### config.mk
export PLATFORM = sky130hd
export DESIGN_NAME = rsp_frame_encoder
export DESIGN_NICKNAME = d
export VERILOG_FILES = /design/src/rtl/rsp_enc_pkg.sv /design/src/rtl/rsp_slot_timer.sv /design/src/rtl/rsp_frame_seq.sv /design/src/rtl/rsp_frame_encoder.sv
export SDC_FILE = /design/constraint.sdc
export NUM_CORES = 1
export LEC_CHECK = 0
export ABC_AREA = 1
export BUFFER_PORTS_ARGS = -buffer_cell sky130_fd_sc_hd__buf_2
export CELL_PAD_IN_SITES_DETAIL_PLACEMENT = 0
export CELL_PAD_IN_SITES_GLOBAL_PLACEMENT = 1
export CORE_MARGIN = 8
export CORE_UTILIZATION = 43
export CTS_CLUSTER_SIZE = 8
export DETAILED_ROUTE_END_ITERATION = 16
export PLACE_DENSITY_LB_ADDON = 0.2
export SLEW_MARGIN = 20
export SYNTH_ARGS = -nofsm -noshare
export SYNTH_HDL_FRONTEND = slang
export SYNTH_SLANG_ARGS = --single-unit
### constraint.sdc
create_clock -name clk -period 4.1 [get_ports clk]
set_input_delay 0.82 -clock clk [delete_from_list [all_inputs] [get_ports clk]]
set_output_delay 0.82 -clock clk [all_outputs]
set_load 0.05 [all_outputs]
### src/rtl/rsp_enc_pkg.sv
package rsp_enc_pkg;
    typedef enum logic [1:0] {
        PH_IDLE = 2'd0,
        PH_SOF  = 2'd1,
        PH_DATA = 2'd2,
        PH_EOF  = 2'd3
    } phase_e;

    // Opening and closing slot patterns, played most significant bit first
    localparam logic [7:0] OPEN_PAT  = 8'h1D;
    localparam logic [7:0] CLOSE_PAT = 8'hB8;
    localparam int unsigned MARK_SLOTS = 8;
endpackage

### src/rtl/rsp_slot_timer.sv
module rsp_slot_timer #(
    parameter int unsigned SUB_SHIFT = 5
) (
    input  logic clk,
    input  logic rst_n,
    input  logic run,
    input  logic restart,
    output logic slot_end,
    output logic sub_phase
);
    localparam int unsigned SLOT_CYC = 16 << SUB_SHIFT;
    localparam int unsigned CNT_W    = $clog2(SLOT_CYC);
    localparam logic [CNT_W-1:0] LAST = CNT_W'(SLOT_CYC - 1);

    typedef struct packed {
        logic [CNT_W-1:0] cnt;
    } tmr_s;

    tmr_s tmr_d, tmr_q;

    always_comb begin
        tmr_d = tmr_q;
        if (restart) begin
            tmr_d.cnt = '0;
        end else if (run) begin
            tmr_d.cnt = (tmr_q.cnt == LAST) ? '0 : tmr_q.cnt + CNT_W'(1);
        end
    end

    always_ff @(posedge clk or negedge rst_n) begin
        if (!rst_n) tmr_q <= '0;
        else        tmr_q <= tmr_d;
    end

    assign slot_end  = run && (tmr_q.cnt == LAST);
    // High in the first half of each subcarrier period
    assign sub_phase = ~tmr_q.cnt[SUB_SHIFT];

    // The counter only leaves zero while a frame runs
    p_idle_hold_r6: assert property (@(posedge clk) disable iff (!rst_n)
        (!run && !restart && tmr_q.cnt == '0) |=> (tmr_q.cnt == '0));
endmodule

### src/rtl/rsp_frame_seq.sv
module rsp_frame_seq
    import rsp_enc_pkg::*;
#(
    parameter int unsigned MAX_BITS = 16,
    parameter int unsigned NB_W     = $clog2(MAX_BITS + 1)
) (
    input  logic                clk,
    input  logic                rst_n,
    input  logic                start,
    input  logic [MAX_BITS-1:0] payload,
    input  logic [MAX_BITS-1:0] keystream,
    input  logic [NB_W-1:0]     nbits,
    input  logic                slot_end,
    output logic                busy,
    output logic                slot_bit,
    output logic                done
);
    localparam int unsigned IDX_W = NB_W + 1;
    localparam logic [IDX_W-1:0] MARK_LAST = IDX_W'(MARK_SLOTS - 1);
    localparam logic [NB_W-1:0]  NB_MAX    = NB_W'(MAX_BITS);

    typedef struct packed {
        phase_e              phase;
        logic [IDX_W-1:0]    idx;
        logic [MAX_BITS-1:0] shreg;
        logic [NB_W-1:0]     nb;
        logic                done;
    } seq_s;

    seq_s seq_d, seq_q;
    logic [IDX_W-1:0] idx_inc;
    logic             data_last;

    assign idx_inc   = seq_q.idx + IDX_W'(1);
    assign data_last = (idx_inc == {seq_q.nb, 1'b0});

    always_comb begin
        seq_d      = seq_q;
        seq_d.done = 1'b0;
        unique case (seq_q.phase)
            PH_IDLE: begin
                if (start) begin
                    seq_d.phase = PH_SOF;
                    seq_d.idx   = '0;
                    seq_d.shreg = payload ^ keystream;
                    seq_d.nb    = (nbits > NB_MAX) ? NB_MAX : nbits;
                end
            end
            PH_SOF: begin
                if (slot_end) begin
                    if (seq_q.idx == MARK_LAST) begin
                        seq_d.idx   = '0;
                        seq_d.phase = (seq_q.nb == '0) ? PH_EOF : PH_DATA;
                    end else begin
                        seq_d.idx = idx_inc;
                    end
                end
            end
            PH_DATA: begin
                if (slot_end) begin
                    if (seq_q.idx[0]) seq_d.shreg = seq_q.shreg >> 1;
                    if (data_last) begin
                        seq_d.idx   = '0;
                        seq_d.phase = PH_EOF;
                    end else begin
                        seq_d.idx = idx_inc;
                    end
                end
            end
            PH_EOF: begin
                if (slot_end) begin
                    if (seq_q.idx == MARK_LAST) begin
                        seq_d.idx   = '0;
                        seq_d.phase = PH_IDLE;
                        seq_d.done  = 1'b1;
                    end else begin
                        seq_d.idx = idx_inc;
                    end
                end
            end
            default: seq_d.phase = PH_IDLE;
        endcase
    end

    always_ff @(posedge clk or negedge rst_n) begin
        if (!rst_n) begin
            seq_q       <= '0;
            seq_q.phase <= PH_IDLE;
        end else begin
            seq_q <= seq_d;
        end
    end

    always_comb begin
        unique case (seq_q.phase)
            PH_SOF:  slot_bit = OPEN_PAT[3'd7 - seq_q.idx[2:0]];
            PH_DATA: slot_bit = seq_q.idx[0] ? seq_q.shreg[0] : ~seq_q.shreg[0];
            PH_EOF:  slot_bit = CLOSE_PAT[3'd7 - seq_q.idx[2:0]];
            default: slot_bit = 1'b0;
        endcase
    end

    assign busy = (seq_q.phase != PH_IDLE);
    assign done = seq_q.done;

    p_start_ignored_r8: assert property (@(posedge clk) disable iff (!rst_n)
        (busy && start && !slot_end) |=> ($stable(seq_q.shreg) && $stable(seq_q.idx)
                                          && $stable(seq_q.nb)));
    p_done_pulse_r9: assert property (@(posedge clk) disable iff (!rst_n)
        done |=> !done);
    p_done_at_end_r9: assert property (@(posedge clk) disable iff (!rst_n)
        $fell(busy) |-> done);
    p_idle_slot_r1: assert property (@(posedge clk) disable iff (!rst_n)
        !busy |-> !slot_bit);
endmodule

### src/rtl/rsp_frame_encoder.sv
module rsp_frame_encoder
    import rsp_enc_pkg::*;
#(
    parameter int unsigned MAX_BITS  = 16,
    parameter int unsigned SUB_SHIFT = 5,
    parameter int unsigned NB_W      = $clog2(MAX_BITS + 1)
) (
    input  logic                clk,
    input  logic                rst_n,
    input  logic                start_i,
    input  logic [MAX_BITS-1:0] payload_i,
    input  logic [MAX_BITS-1:0] keystream_i,
    input  logic [NB_W-1:0]     nbits_i,
    output logic                mod_en_o,
    output logic                sub_out_o,
    output logic                busy_o,
    output logic                done_o
);
    logic busy, slot_bit, slot_end, sub_phase, accept;

    assign accept = start_i && !busy;

    rsp_slot_timer #(
        .SUB_SHIFT (SUB_SHIFT)
    ) u_timer (
        .clk       (clk),
        .rst_n     (rst_n),
        .run       (busy),
        .restart   (accept),
        .slot_end  (slot_end),
        .sub_phase (sub_phase)
    );

    rsp_frame_seq #(
        .MAX_BITS (MAX_BITS),
        .NB_W     (NB_W)
    ) u_seq (
        .clk       (clk),
        .rst_n     (rst_n),
        .start     (start_i),
        .payload   (payload_i),
        .keystream (keystream_i),
        .nbits     (nbits_i),
        .slot_end  (slot_end),
        .busy      (busy),
        .slot_bit  (slot_bit),
        .done      (done_o)
    );

    assign busy_o    = busy;
    assign mod_en_o  = busy && slot_bit;
    assign sub_out_o = mod_en_o && sub_phase;

    p_sub_gated_r6: assert property (@(posedge clk) disable iff (!rst_n)
        sub_out_o |-> mod_en_o);
    p_idle_quiet_r1: assert property (@(posedge clk) disable iff (!rst_n)
        !busy_o |-> (!mod_en_o && !sub_out_o));
    p_level_in_slot_r6: assert property (@(posedge clk) disable iff (!rst_n)
        (busy && !slot_end) |=> $stable(mod_en_o));
    p_accept_r2: assert property (@(posedge clk) disable iff (!rst_n)
        accept |=> busy_o);
endmodule

==> summary by stage, run 1 <==
Status
The run finished with clean final reports.

Clock tree
The count of instances resized after the clock tree is built is 0. The number of levels in the clock H-tree is 2. The total setup buffers inserted after CTS is 0.

The number of buffers inserted during clock tree synthesis is 5. The CTS tree is built. Buffers inserted to repair hold after CTS numbered 0. The cell at the root of the clock tree is sky130_fd_sc_hd__clkbuf_8. The number of buffers on the longest clock path is 2. The clock-pin slew reported for the worst setup and hold paths after clock tree synthesis is roughly 0.070 ns. Clock latency on the worst-skew pair, taken at its later pin, is approximately 0.29 ns. The sink count of the clock tree is 39.

Setup path
The worst setup path is launched from a register. The launching element of the worst setup path is u_seq.seq_q[28]. By instance count, the cell type seen most on the critical path is sky130_fd_sc_hd__nand3_1.

The capturing point of the worst reg2reg path is u_seq.seq_q[14]. On the worst path, the slowest cell contributes a delay of 0.60 ns. Counting cells, the worst reg-to-reg path comes to 13. The critical path is of the register to output port type.

The most critical setup path has its endpoint at sub_out_o. The maximum fanout along the worst path is 17. The worst setup slack for register-to-register paths is 1.76 ns. The worst register-to-register path begins at u_timer.tmr_q[0].

STA classifies the critical path endpoint as an output port. The signal on the critical path passes through inv_1 -> ha_1 -> inv_6 -> a21oi_1 -> o21ai_0 -> nand3_1 -> nand3_1 -> nor2_1 -> buf_2. STA puts the critical path data arrival time at between 2 and 2.5 ns.

The data required time of the critical path is 3.28 ns. For this design, the slowest cell found on the critical path is sky130_fd_sc_hd__ha_1.

Floorplan
The floorplan has 27 rows. After floorplanning, the core was sized to cover 5510 um^2. The floorplan step set the die width to 91.5 um. In this run the count of I/O pins placed on the die edge is 44.

The floorplan step defined a die boundary enclosing 8380 um^2. For this configuration, the core starts out at a cell density of 0.445. From bottom edge to top edge, the die measures slightly above 90 um.

Routing
After the first detailed-routing iteration, the DRC count stood at between 80 and 90. The post-detailed-routing wire length is approximately 5200 um. The count of vias placed by the detailed router is 2,191. The first TritonRoute pass finished after 4 iterations. Dividing the detail-routed wire length by the instance count gives 11.6 um. Dividing the detail-routed via count by the number of cells gives 4.86. The count of unresolved DRC violations after routing is 0. In this run the remaining antenna-violating nets after routing total 0.

Synth
The post-synthesis cell count is 336. The cell taking the most area after synthesis is sky130_fd_sc_hd__dfrtp_1. The mapped cell area is 2450 um^2.

The post-synthesis area per instance is 7.30 um^2. The number of enable-type register cells in the synthesized netlist is 0. The post-synthesis sequential area ratio is 0.398. Of the post-synthesis cell area, the dominant cell type holds 0.398. The synthesized netlist contains 32 unique library cells.

The proportion of synthesized flip-flops having asynchronous set or reset is 1.00. For this run, the number of Yosys warnings is 0. The synthesized netlist net count is 384. The most used flip-flop cell after synthesis is sky130_fd_sc_hd__dfrtp_1. After synthesis, the cell types taking the most area are sky130_fd_sc_hd__dfrtp_1 (40%), sky130_fd_sc_hd__nand2_1 (14%), sky130_fd_sc_hd__nor2_1 (11%). The number of synthesized register bits is 39.

Run
Max-cap violations in this run came to 0.

STA
Subtracting the final worst setup slack from the clock period gives 3.09 ns. The final count of negative-setup-slack endpoints is 0. Headroom to the max-slew limit came out at 0.424. The worst clock skew is between 0.004 and 0.005 ns. The part of the cycle the worst path needs is 0.753. Setup repair after global routing left no endpoint under its margin. The number of pins with negative max-slew slack in the final report was 0. For the final routed database, the setup TNS stands at 0 ns. Timing would allow up to about 320 MHz. The actual transition at the worst max-transition pin is 0.864 ns. The number of endpoints with negative hold slack in the final report is 0.

Final layout
Summing all flip-flop and latch instances after layout gives 976 um^2. The repair_antennas step left the layout with diodes totalling 0. The final instance area is 2770 um^2.

The final layout contains between 400 and 500 nets. The most common cell after layout, fill and taps aside is sky130_fd_sc_hd__nand2_1. The area used by multi-input combinational logic is roughly 1300 um^2.

Leaving out fill and tap cells, the most frequent cells in the layout are sky130_fd_sc_hd__nand2_1 (93), sky130_fd_sc_hd__nor2_1 (70), sky130_fd_sc_hd__buf_2 (43). After filler insertion, the fill cell instance count of the layout stands at 585. The synthesis-to-finish area growth is 13.1%.

In the final layout, the share of cells above drive strength 1 is 0.169.

Placed design
The global placer's final weighted congestion is 0.805. The instance area at placement is between 2000 and 3000 um^2. The number of port buffers is 43. The half-perimeter wire length after detailed placement is 4040 um.

Global routing
Entering global routing, the biggest net connects 40 pins. The via count of the first global-routing pass came to 2,312. The number of antenna violations at the first check in global routing is 0. Across every metal layer, demand over resource in global routing totals 0.139.

The first global-routing pass estimated a little under 10,000 um of wire. The overall overflow remaining after global route is 0.

Power and ir drop
The static leakage is 1.37 nW. Across the VDD grid, the largest voltage drop is 213 uV. The power density relative to cell area is roughly 620 nW/um^2.

Min path
The type of the tightest min-delay check is register to register.
==> registers in the layout (all words and copies together), names as in the netlist <==
signal / flops
u_timer.tmr_q: 9
u_seq.done: 1
u_seq.seq_q: 29
==> power by group <==
part / leakage, nW / switching, mW / total [mW] / internal [mW]
sequential: 0.489 / 0.105 / 0.635 / 0.530
clock: 0.0422 / 0.131 / 0.251 / 0.119
combinational: 0.840 / 0.531 / 0.826 / 0.295
==> worst min path at each step <==
stage	startpoint	endpoint	slack [ns]	depth (start not counted)
global placement	u_timer.tmr_q[0]	u_timer.tmr_q[0]	0.49	1
global route	u_timer.tmr_q[0]	u_timer.tmr_q[0]	0.54	1
finish	u_seq.seq_q[27]	u_seq.seq_q[27]	0.52	2
CTS	u_timer.tmr_q[0]	u_timer.tmr_q[0]	0.52	1
detailed placement	u_seq.seq_q[27]	u_seq.seq_q[27]	0.50	2
floorplan	u_timer.tmr_q[0]	u_timer.tmr_q[0]	0.47	1
==> through the flow <==
| stage | setup WS (ns) | hold WS, ns | util | power (mW) | std cells |
|---|---|---|---|---|---|
| after floorplan | 1.49 | 0.468 | - | 1.33 | 336 |
| after global placement | 1.34 | 0.486 | 0.489 | 1.46 | 443 |
| after detailed placement | 1.29 | 0.504 | 0.489 | 1.48 | 443 |
| after CTS | 0.948 | 0.517 | 0.504 | 1.73 | 451 |
| after global routing | 0.804 | 0.543 | 0.504 | 1.88 | 451 |
| final | 1.01 | 0.521 | 0.504 | 1.71 | 451 |
==> routing by layer <==
metal | up-vias | global-route usage | share of wire | wire, um
li1 | 1189 | - | - | -
met1 | 959 | 0.172 | 0.51 | 2670
met2 | 36 | 0.230 | 0.45 | 2360
met3 | 7 | 0.0296 | 0.025 | 129
met4 | 0 | 0.0518 | 0.015 | 79
met5 | - | 0 | 0 | 0
==> worst max-delay path: cells and delay by family, from the launching register on <==
kind,cells,cell delay (ns)
simple gates,3,0.28
fa+ha+maj,1,0.60
flops,1,0.41
buf+inv,3,0.46
compound gates,2,0.22
==> logic make-up after synthesis <==
family                   count (synthesis)  synth area share
AND/OR/NAND/NOR                        202             0.345
adder cells (fa/ha/maj)                  8            0.0408
XOR/XNOR                                 1           0.00357
flip-flops                              39             0.398
AO/OA/AOI/OAI                           49             0.132
buffers and inverters                   37            0.0806
==> synthesized netlist by cell type (2+ instances only) <==
cell type / count
sky130_fd_sc_hd__buf_4: 2
sky130_fd_sc_hd__nand4_1: 5
sky130_fd_sc_hd__clkbuf_1: 2
sky130_fd_sc_hd__nand2_2: 3
sky130_fd_sc_hd__nand3_1: 25
sky130_fd_sc_hd__a21oi_1: 10
sky130_fd_sc_hd__nor2_1: 70
sky130_fd_sc_hd__dfrtp_1: 39
sky130_fd_sc_hd__a31oi_1: 17
sky130_fd_sc_hd__ha_1: 8
sky130_fd_sc_hd__buf_6: 4
sky130_fd_sc_hd__o211ai_1: 2
sky130_fd_sc_hd__o22ai_1: 3
sky130_fd_sc_hd__o21ai_0: 11
sky130_fd_sc_hd__nand2_4: 3
sky130_fd_sc_hd__inv_1: 24
sky130_fd_sc_hd__nand2_1: 93
==> final cells by class <==
type / count / area share
Inverter: 28 / 0.0451
Sequential cell: 39 / 0.352
Clock buffer: 7 / 0.0275
Clock inverter: 1 / 0.00180
Tap cell: 72 / 0.0325
Multi-Input combinational cell: 260 / 0.461
Timing Repair Buffer: 44 / 0.0803
No activity file was read; power rests on OpenSTA's default activity.
==> inputs of run 2 (changes only) <==
--- a/config.mk
+++ b/config.mk
@@ -10,7 +10,7 @@
 export CELL_PAD_IN_SITES_DETAIL_PLACEMENT = 0
 export CELL_PAD_IN_SITES_GLOBAL_PLACEMENT = 1
 export CORE_MARGIN = 8
-export CORE_UTILIZATION = 43
+export CORE_UTILIZATION = 40
 export CTS_CLUSTER_SIZE = 8
 export DETAILED_ROUTE_END_ITERATION = 16
 export PLACE_DENSITY_LB_ADDON = 0.2
==> constraint.sdc (replaced) <==
create_clock -name clk -period 3.1 [get_ports clk]
set_input_delay 0.62 -clock clk [delete_from_list [all_inputs] [get_ports clk]]
set_output_delay 0.62 -clock clk [all_outputs]
set_load 0.05 [all_outputs]
==> summary by stage, run 2 (same netlist as run 1, synthesis figures left out) <==
Status
The flow ran to the end, and the final reports show no timing, DRC or antenna violations.

Setup path
The startpoint of the lowest-slack register-to-register path is u_timer.tmr_q[0]. The worst register-to-register path has a setup slack of 0.82 ns. The worst setup path is launched from a register. The critical path in this run is classified as register to output port. STA classifies the critical path endpoint as an output port. Data on the critical path is required at its endpoint by around 2.5 ns. Of all nets on the critical path, the largest fanout is 6. The worst register-to-register path ends at u_seq.seq_q[14].

The endpoint arrival time on the critical path is roughly 1.9 ns. The worst register-to-register path has a depth of 13.

STA
The tightest slew margin relative to the limit is 0.421. Setup total negative slack on the finished layout was measured at 0 ns. In the finished design, the share of the clock period the worst path needs comes to 0.807.

The number of endpoints with negative hold slack in the final report is 0. After layout, the worst setup slack is between 0.5 and 0.6 ns. Setup repair after global routing left no endpoint under its margin. Between clock sinks in the finished design, the worst skew comes to around 0.013 ns.

Timing would allow up to 400 MHz. The final count of negative-setup-slack endpoints is 0. The number of pins with negative max-slew slack in the final report is 0.

The actual transition at the worst max-transition pin is 0.868 ns. The final critical-path required period is 2.50 ns.

Global routing
The overall overflow remaining after global route is 0. Across every metal layer, demand over resource in global routing totals 0.134. The number of antenna violations at the first check in global routing is 0.

The first global-routing pass estimated 9630 um of wire. The maximum number of pins on one net before global-route repair is 40. The via count of the first global-routing pass is 2,209.

Placed design
The half-perimeter wire length after detailed placement is approximately 4000 um. At the placement stage, the worst setup path has a slack of 0.816 ns. The global placer's final weighted congestion is between 0.7 and 0.8.

Port buffering added 43 buffers.

Final layout
The final layout net count is between 400 and 500. The antenna cell count is 0. u_seq.seq_q holds more flip-flops than any other register. Of the cells placed in the final design, the portion with a size suffix greater than 1 is 0.176. In the layout the commonest cells are sky130_fd_sc_hd__nand2_1 (93), sky130_fd_sc_hd__nor2_1 (70), sky130_fd_sc_hd__buf_2 (43).

The area growth from synthesis to layout is 15.8%. The most common cell after layout, fill and taps aside is sky130_fd_sc_hd__nand2_1. The filler cells instantiated in the layout total 591. The register with the most flip-flops in the layout has 29 of them.

Routing
The number of design-rule violations left by the first detailed-router iteration is 50. The average wire length per cell after detail routing is 11.7 um. After detailed routing, the number of remaining DRC violations is 0. The post-detailed-routing wire length is 5340 um. In the routed layout, each cell is associated on average with a via count of 4.84. Once detail routing completed, the nets flagged for antenna violations numbered 0. The count of vias placed by the detailed router is 2,202. The number of iterations in the first detailed-routing pass is 4.

Power and ir drop
Summed over all cells, the static leakage comes to 1.40 nW. In this run the power density over the cells is about 870 nW/um^2. The maximum ir drop on the vdd rail is 437 uV.

Floorplan
The floorplan die height is ~94 um. The floorplan has 28 rows. The number of top-level pins is 44. The core region area is between 5000 and 6000 um^2. The width of the chip is between 90 and 100 um. The floorplan die area is 8890 um^2. The starting density of the core is 0.414.

Clock tree
In this run, CTS created clock tree buffers numbering 5. Once the clock tree was built, the setup fixing pass inserted 0 buffers. In this run the number of H-tree levels came out at 2.

The count of instances resized after the clock tree is built is 0. The worst-skew pair later-pin latency is about 0.30 ns. The clock-pin slew reported for the worst setup and hold paths after clock tree synthesis is about 0.09 ns. The root buffer cell chosen for the clock tree is sky130_fd_sc_hd__clkbuf_8. Buffers inserted to repair hold after CTS numbered 0. The clock drives 39 sinks. The CTS tree is built.

The number of buffers on the longest clock path is 2.

Run
The tool flagged a number of max-cap violations equal to 0.

Min path
In this run the worst hold path is classified as primary input to async pin.
run 2: where the power goes:
part           internal, mW  total, mW  switching [mW]
Combinational         0.395       1.10           0.708
Sequential            0.701      0.841           0.141
Clock                 0.321      0.514           0.193
run 2: final cells by class:
cell class,count,area [um^2],share of cell area
tap,75,93.8,0.0330
sequential,39,976,0.344
inverter,28,125,0.0441
timing repair buffer,45,230,0.0811
multi-input combinational,260,1280,0.450
clock inverter,3,67.6,0.0238
clock buffer,5,68.8,0.0242
run 2: per-layer routing:
layer / routed length, um / part of all wire / GRT usage / vias up
met5: 0 / 0 / 0 / -
met4: 70 / 0.013 / 0.0462 / 0
met3: 197 / 0.037 / 0.0368 / 5
met2: 2330 / 0.44 / 0.211 / 39
met1: 2740 / 0.51 / 0.171 / 969
li1: - / - / - / 1189
run 2: through the flow:
stage / cells / cell area (um^2) / power [mW] / hold WS, ns / utilization
after CTS: 455 / 2840 / 2.48 / 0.479 / 0.480
after detailed placement: 447 / 2700 / 1.96 / 0.501 / 0.457
after floorplan: 336 / 2450 / 1.76 / 0.324 / -
final: 455 / 2840 / 2.46 / 0.425 / 0.480
after global routing: 455 / 2840 / 2.69 / 0.523 / 0.480
after global placement: 447 / 2700 / 1.95 / 0.482 / 0.457
run 2: how the worst max path moves through the flow:
stage / startpoint / to / depth (start not counted)
2_1_floorplan: u_seq.seq_q[28] / sub_out_o / 9
3_5_place_dp: u_timer.tmr_q[0] / u_seq.seq_q[14] / 13
5_1_grt: u_seq.seq_q[28] / sub_out_o / 9
6_report: u_seq.seq_q[28] / sub_out_o / 9
3_3_place_gp: u_timer.tmr_q[0] / u_seq.seq_q[13] / 13
4_1_cts: u_seq.seq_q[28] / sub_out_o / 9
run 2: critical path: stages (launching register included):
cell                      delay (ns)
sky130_fd_sc_hd__dfrtp_1        0.42
sky130_fd_sc_hd__inv_1          0.11
sky130_fd_sc_hd__ha_1           0.25
sky130_fd_sc_hd__inv_6          0.07
sky130_fd_sc_hd__a21oi_1        0.11
sky130_fd_sc_hd__o21ai_0        0.11
sky130_fd_sc_hd__nand3_1        0.08
sky130_fd_sc_hd__nand3_1        0.09
sky130_fd_sc_hd__nor2_1         0.09
sky130_fd_sc_hd__buf_2          0.26
==> inputs of run 3 (changes only) <==
--- a/config.mk
+++ b/config.mk
@@ -5,12 +5,12 @@
 export SDC_FILE = /design/constraint.sdc
 export NUM_CORES = 1
 export LEC_CHECK = 0
-export ABC_AREA = 1
+export ABC_AREA = 0
 export BUFFER_PORTS_ARGS = -buffer_cell sky130_fd_sc_hd__buf_2
 export CELL_PAD_IN_SITES_DETAIL_PLACEMENT = 0
 export CELL_PAD_IN_SITES_GLOBAL_PLACEMENT = 1
 export CORE_MARGIN = 8
-export CORE_UTILIZATION = 40
+export CORE_UTILIZATION = 37
 export CTS_CLUSTER_SIZE = 8
 export DETAILED_ROUTE_END_ITERATION = 16
 export PLACE_DENSITY_LB_ADDON = 0.2
==> constraint.sdc (replaced) <==
create_clock -name clk -period 2.26 [get_ports clk]
set_input_delay 0.452 -clock clk [delete_from_list [all_inputs] [get_ports clk]]
set_output_delay 0.452 -clock clk [all_outputs]
set_load 0.05 [all_outputs]
==> summary by stage, run 3 <==
Status
The flow ran to the end, and the final reports show no timing, DRC or antenna violations.

Global routing
The global-route wire length before repair is 9380 um. The maximum number of pins on one net before global-route repair is 40. The via count of the first global-routing pass is 2,068. In the global route stage, overall resource usage came out at 0.128. The number of antenna violations at the first check in global routing is 0.

The overall overflow remaining after global route is 0.

Clock tree
The clock-pin slew reported for the worst setup and hold paths after clock tree synthesis is 0.08 ns. The CTS tree is built. The H-tree generated during clock tree synthesis spans 2 levels. The clock passes through at most 2 buffers.

Clock tree synthesis found a total of 39 sinks. The number of hold buffers added after CTS was 0. The number of buffers inserted during clock tree synthesis is 5. The cell at the root of the clock tree is sky130_fd_sc_hd__clkbuf_8. For the worst-skew pair, the clock arrives at the later sink with an insertion delay of 0.29 ns.

STA
Clock skew on the completed layout was measured at around 0.006 ns. The number of endpoints with negative hold slack in the final report is 0. Headroom to the max-slew limit came out at 0.547. At the pin with the least slew margin, the transition time is 0.676 ns. Static timing analysis puts the maximum clock frequency at 446 MHz. The worst setup margin is 0.0202 ns. The final count of negative-setup-slack endpoints is 0. The smallest clock period supported by the final layout is computed as 2.24 ns. The number of pins with negative max-slew slack in the final report is 0. Setup repair after global routing could not meet its margin everywhere. Of the available clock period, the critical path in the final layout requires 0.991.

Final layout
The number of non-filler instances in the completed layout is 397. Leaving out fill and tap cells, the most frequent cells in the layout are sky130_fd_sc_hd__buf_2 (41), sky130_fd_sc_hd__dfrtp_1 (36), sky130_fd_sc_hd__buf_4 (31). The synthesis-to-finish area growth is 38.9%.

The number of flip-flops in the largest register is 29. Leaving out fill and tap cells, the most frequent cell in the layout is sky130_fd_sc_hd__buf_2. After the last flow step, the layout net total stands at 369.

The antenna cell count is 0. The fraction of final layout cells with drive strength greater than 1 is 0.413. More flip-flops sit in one register than any other, and that register is u_seq.seq_q. Measured on the finished design, the core utilization comes to 0.533.

Synth
In the synthesized netlist the dominant register cell turns out to be sky130_fd_sc_hd__dfrtp_1. The cell taking the most area after synthesis is sky130_fd_sc_hd__dfrtp_1. The mapped netlist covers approximately 2300 um^2.

The number of enable-type register cells in the synthesized netlist is 0. A synthesized cell averages 9.13 um^2. The Yosys step of the flow raised 0 warnings.

The area fraction in compound gates after synthesis came to 0.208. The area share of xor/xnor cells in the synthesized design is 0.0882. In the synthesized netlist the async set-or-reset flop fraction comes to 1.00. Of the post-synthesis cell area, the dominant cell type holds 0.427. The number of distinct library cell variants in the gate-level netlist after synthesis is 40.

Of the total synthesized cell area, the portion taken by full adders, half adders and majority gates is 0.0438. The post-synthesis sequential area ratio is 0.427. When the netlist entered floorplanning its net count stood at 298.

After synthesis, the largest family of logic cells by area is compound AO/OA/AOI/OAI gates. The commonest cells after synthesis are sky130_fd_sc_hd__dfrtp_1 (39), sky130_fd_sc_hd__nor2_1 (24), sky130_fd_sc_hd__a21oi_1 (20), sky130_fd_sc_hd__o21ai_0 (20), sky130_fd_sc_hd__xor2_1 (19). Of the total synthesized cell area, the portion taken by AND, OR, NAND and NOR gates is 0.180. The post-synthesis mux area share is 0.0159. Sorting the synthesized cells by area gives the leading types as sky130_fd_sc_hd__dfrtp_1 (43%), sky130_fd_sc_hd__xor2_1 (7.3%), sky130_fd_sc_hd__a22oi_1 (5.3%).

The post-synthesis cell count is 250. The most instantiated library cell after synthesis is sky130_fd_sc_hd__dfrtp_1. The number of synthesized register bits is 39.

Setup path
STA puts the critical path data required time at 2.49 ns. Data arrives at the worst endpoint at 2.47 ns. The launching element of the worst setup path is u_timer.tmr_q[0]. STA classifies the critical path startpoint as a register. Along the worst path, the maximum fanout reaches 6. The worst register-to-register path begins at u_timer.tmr_q[0]. The type of element capturing the critical path is a register.

The critical path is of the register to register type.

Placed design
Before CTS, the worst setup slack after placement is -0.0440 ns. Summed over all nets, the half-perimeter wirelength after detailed placement is 3820 um. Routability-driven placement finished with a final weighted congestion of roughly 0.78. After detailed placement, the design holds a cell count of 379.

During placement, the flow inserted port buffers numbering 43.

Floorplan
The number of top-level pins is 44. The number of standard-cell rows in the floorplan is 28. For this configuration, the core starts out at a cell density of 0.383. The floorplan step defined a core boundary enclosing 5960 um^2. The floorplan die height is 94.6 um. The width of the chip is 94.6 um.

The floorplan die area is 8940 um^2.

Routing
The number of design-rule violations left by the first detailed-router iteration is 53. The number of iterations in the first detailed-routing pass is 4. Summed over all layers, the routed wires come to 5780 um.

For this run, design rule violations remaining after detail routing come to 0. In this run the remaining antenna-violating nets after routing total 0. Dividing the detail-routed wire length by the instance count gives approximately 15 um. The count of vias placed by the detailed router is 2,063.

The via density per instance is 5.20.

Run
Max-cap violations in this run came to 0.

Min path
The type of the tightest min-delay check is primary input to async pin.

Power and ir drop
In this run the power density over the cells is 417 nW/um^2. For this design the static power due to leakage is around 1.4 nW. Across the VDD grid, the largest voltage drop is between 200 and 300 uV.
## run 3: per-layer routing
layer  routed length, um  vias up  part of all wire  GRT usage
li1                    -     1027                 -          -
met2                2780       39              0.48      0.191
met1                2780      995              0.48      0.179
met5                   0        -                 0          0
met3                 206        2             0.036     0.0421
met4                  18        0            0.0031     0.0221
## run 3: stage by stage
stage | setup TNS [ns] | power (mW) | instance area, um^2 | hold slack [ns]
6_report | 0 | 1.32 | 3170 | 0.201
5_1_grt | -0.630 | 1.39 | 3170 | 0.253
4_1_cts | 0 | 1.32 | 2890 | 0.233
3_5_place_dp | -0.0497 | 0.864 | 2770 | 0.498
3_3_place_gp | 0 | 0.862 | 2770 | 0.498
2_1_floorplan | -0.193 | 0.797 | 2320 | 0.156
## run 3: layout make-up
| class | count | area [um^2] |
|---|---|---|
| Clock inverter | 1 | 5.00 |
| Sequential cell | 39 | 980 |
| Inverter | 8 | 30.0 |
| Clock buffer | 7 | 76.3 |
| Timing Repair Buffer | 77 | 531 |
| Multi-Input combinational cell | 190 | 1460 |
| Tap cell | 75 | 93.8 |
| Fill cell | 580 | 2780 |
## run 3: worst max-delay path, cell delays in order (launching register included)
cell	delay, ns
sky130_fd_sc_hd__dfrtp_1	0.36
sky130_fd_sc_hd__ha_2	0.18
sky130_fd_sc_hd__and3_4	0.18
sky130_fd_sc_hd__and3_4	0.18
sky130_fd_sc_hd__and3_4	0.19
sky130_fd_sc_hd__ha_4	0.12
sky130_fd_sc_hd__nor2b_4	0.18
sky130_fd_sc_hd__nor2_4	0.07
sky130_fd_sc_hd__or4_4	0.50
sky130_fd_sc_hd__a21oi_2	0.13
sky130_fd_sc_hd__a21o_1	0.09
## run 3: report_power, final
part | internal (mW) | switching (mW) | total (mW)
sequential | 0.719 | 0.0174 | 0.736
combinational | 0.0654 | 0.0617 | 0.127
clock | 0.217 | 0.242 | 0.459
total | 1.00 | 0.321 | 1.32
## run 3: worst paths after layout
check                                   end  slack, ns  cells after the start
max                         u_seq.seq_q[27]       0.02                     10
max reg2reg                 u_seq.seq_q[27]       0.02                     10
max in group asynchronous   u_seq.seq_q[23]       1.68                      2
min                         u_seq.seq_q[24]       0.20                      2
min reg2reg                u_timer.tmr_q[2]       0.52                      1
min in group clk             u_seq.seq_q[2]       0.42                      3
## run 3: what timing repair did
item,4_1_cts,5_1_grt
cloned,0,3
buffers inserted,2,5
resized for setup,6,46
endpoints found under the setup margin,6,24
pin swaps,3,6
## run 3: logic make-up after synthesis
logic type | Yosys count
XOR/XNOR | 23
flip-flops | 39
adder cells (fa/ha/maj) | 8
multiplexers | 3
buffers and inverters | 21
AND/OR/NAND/NOR | 81
AO/OA/AOI/OAI | 75
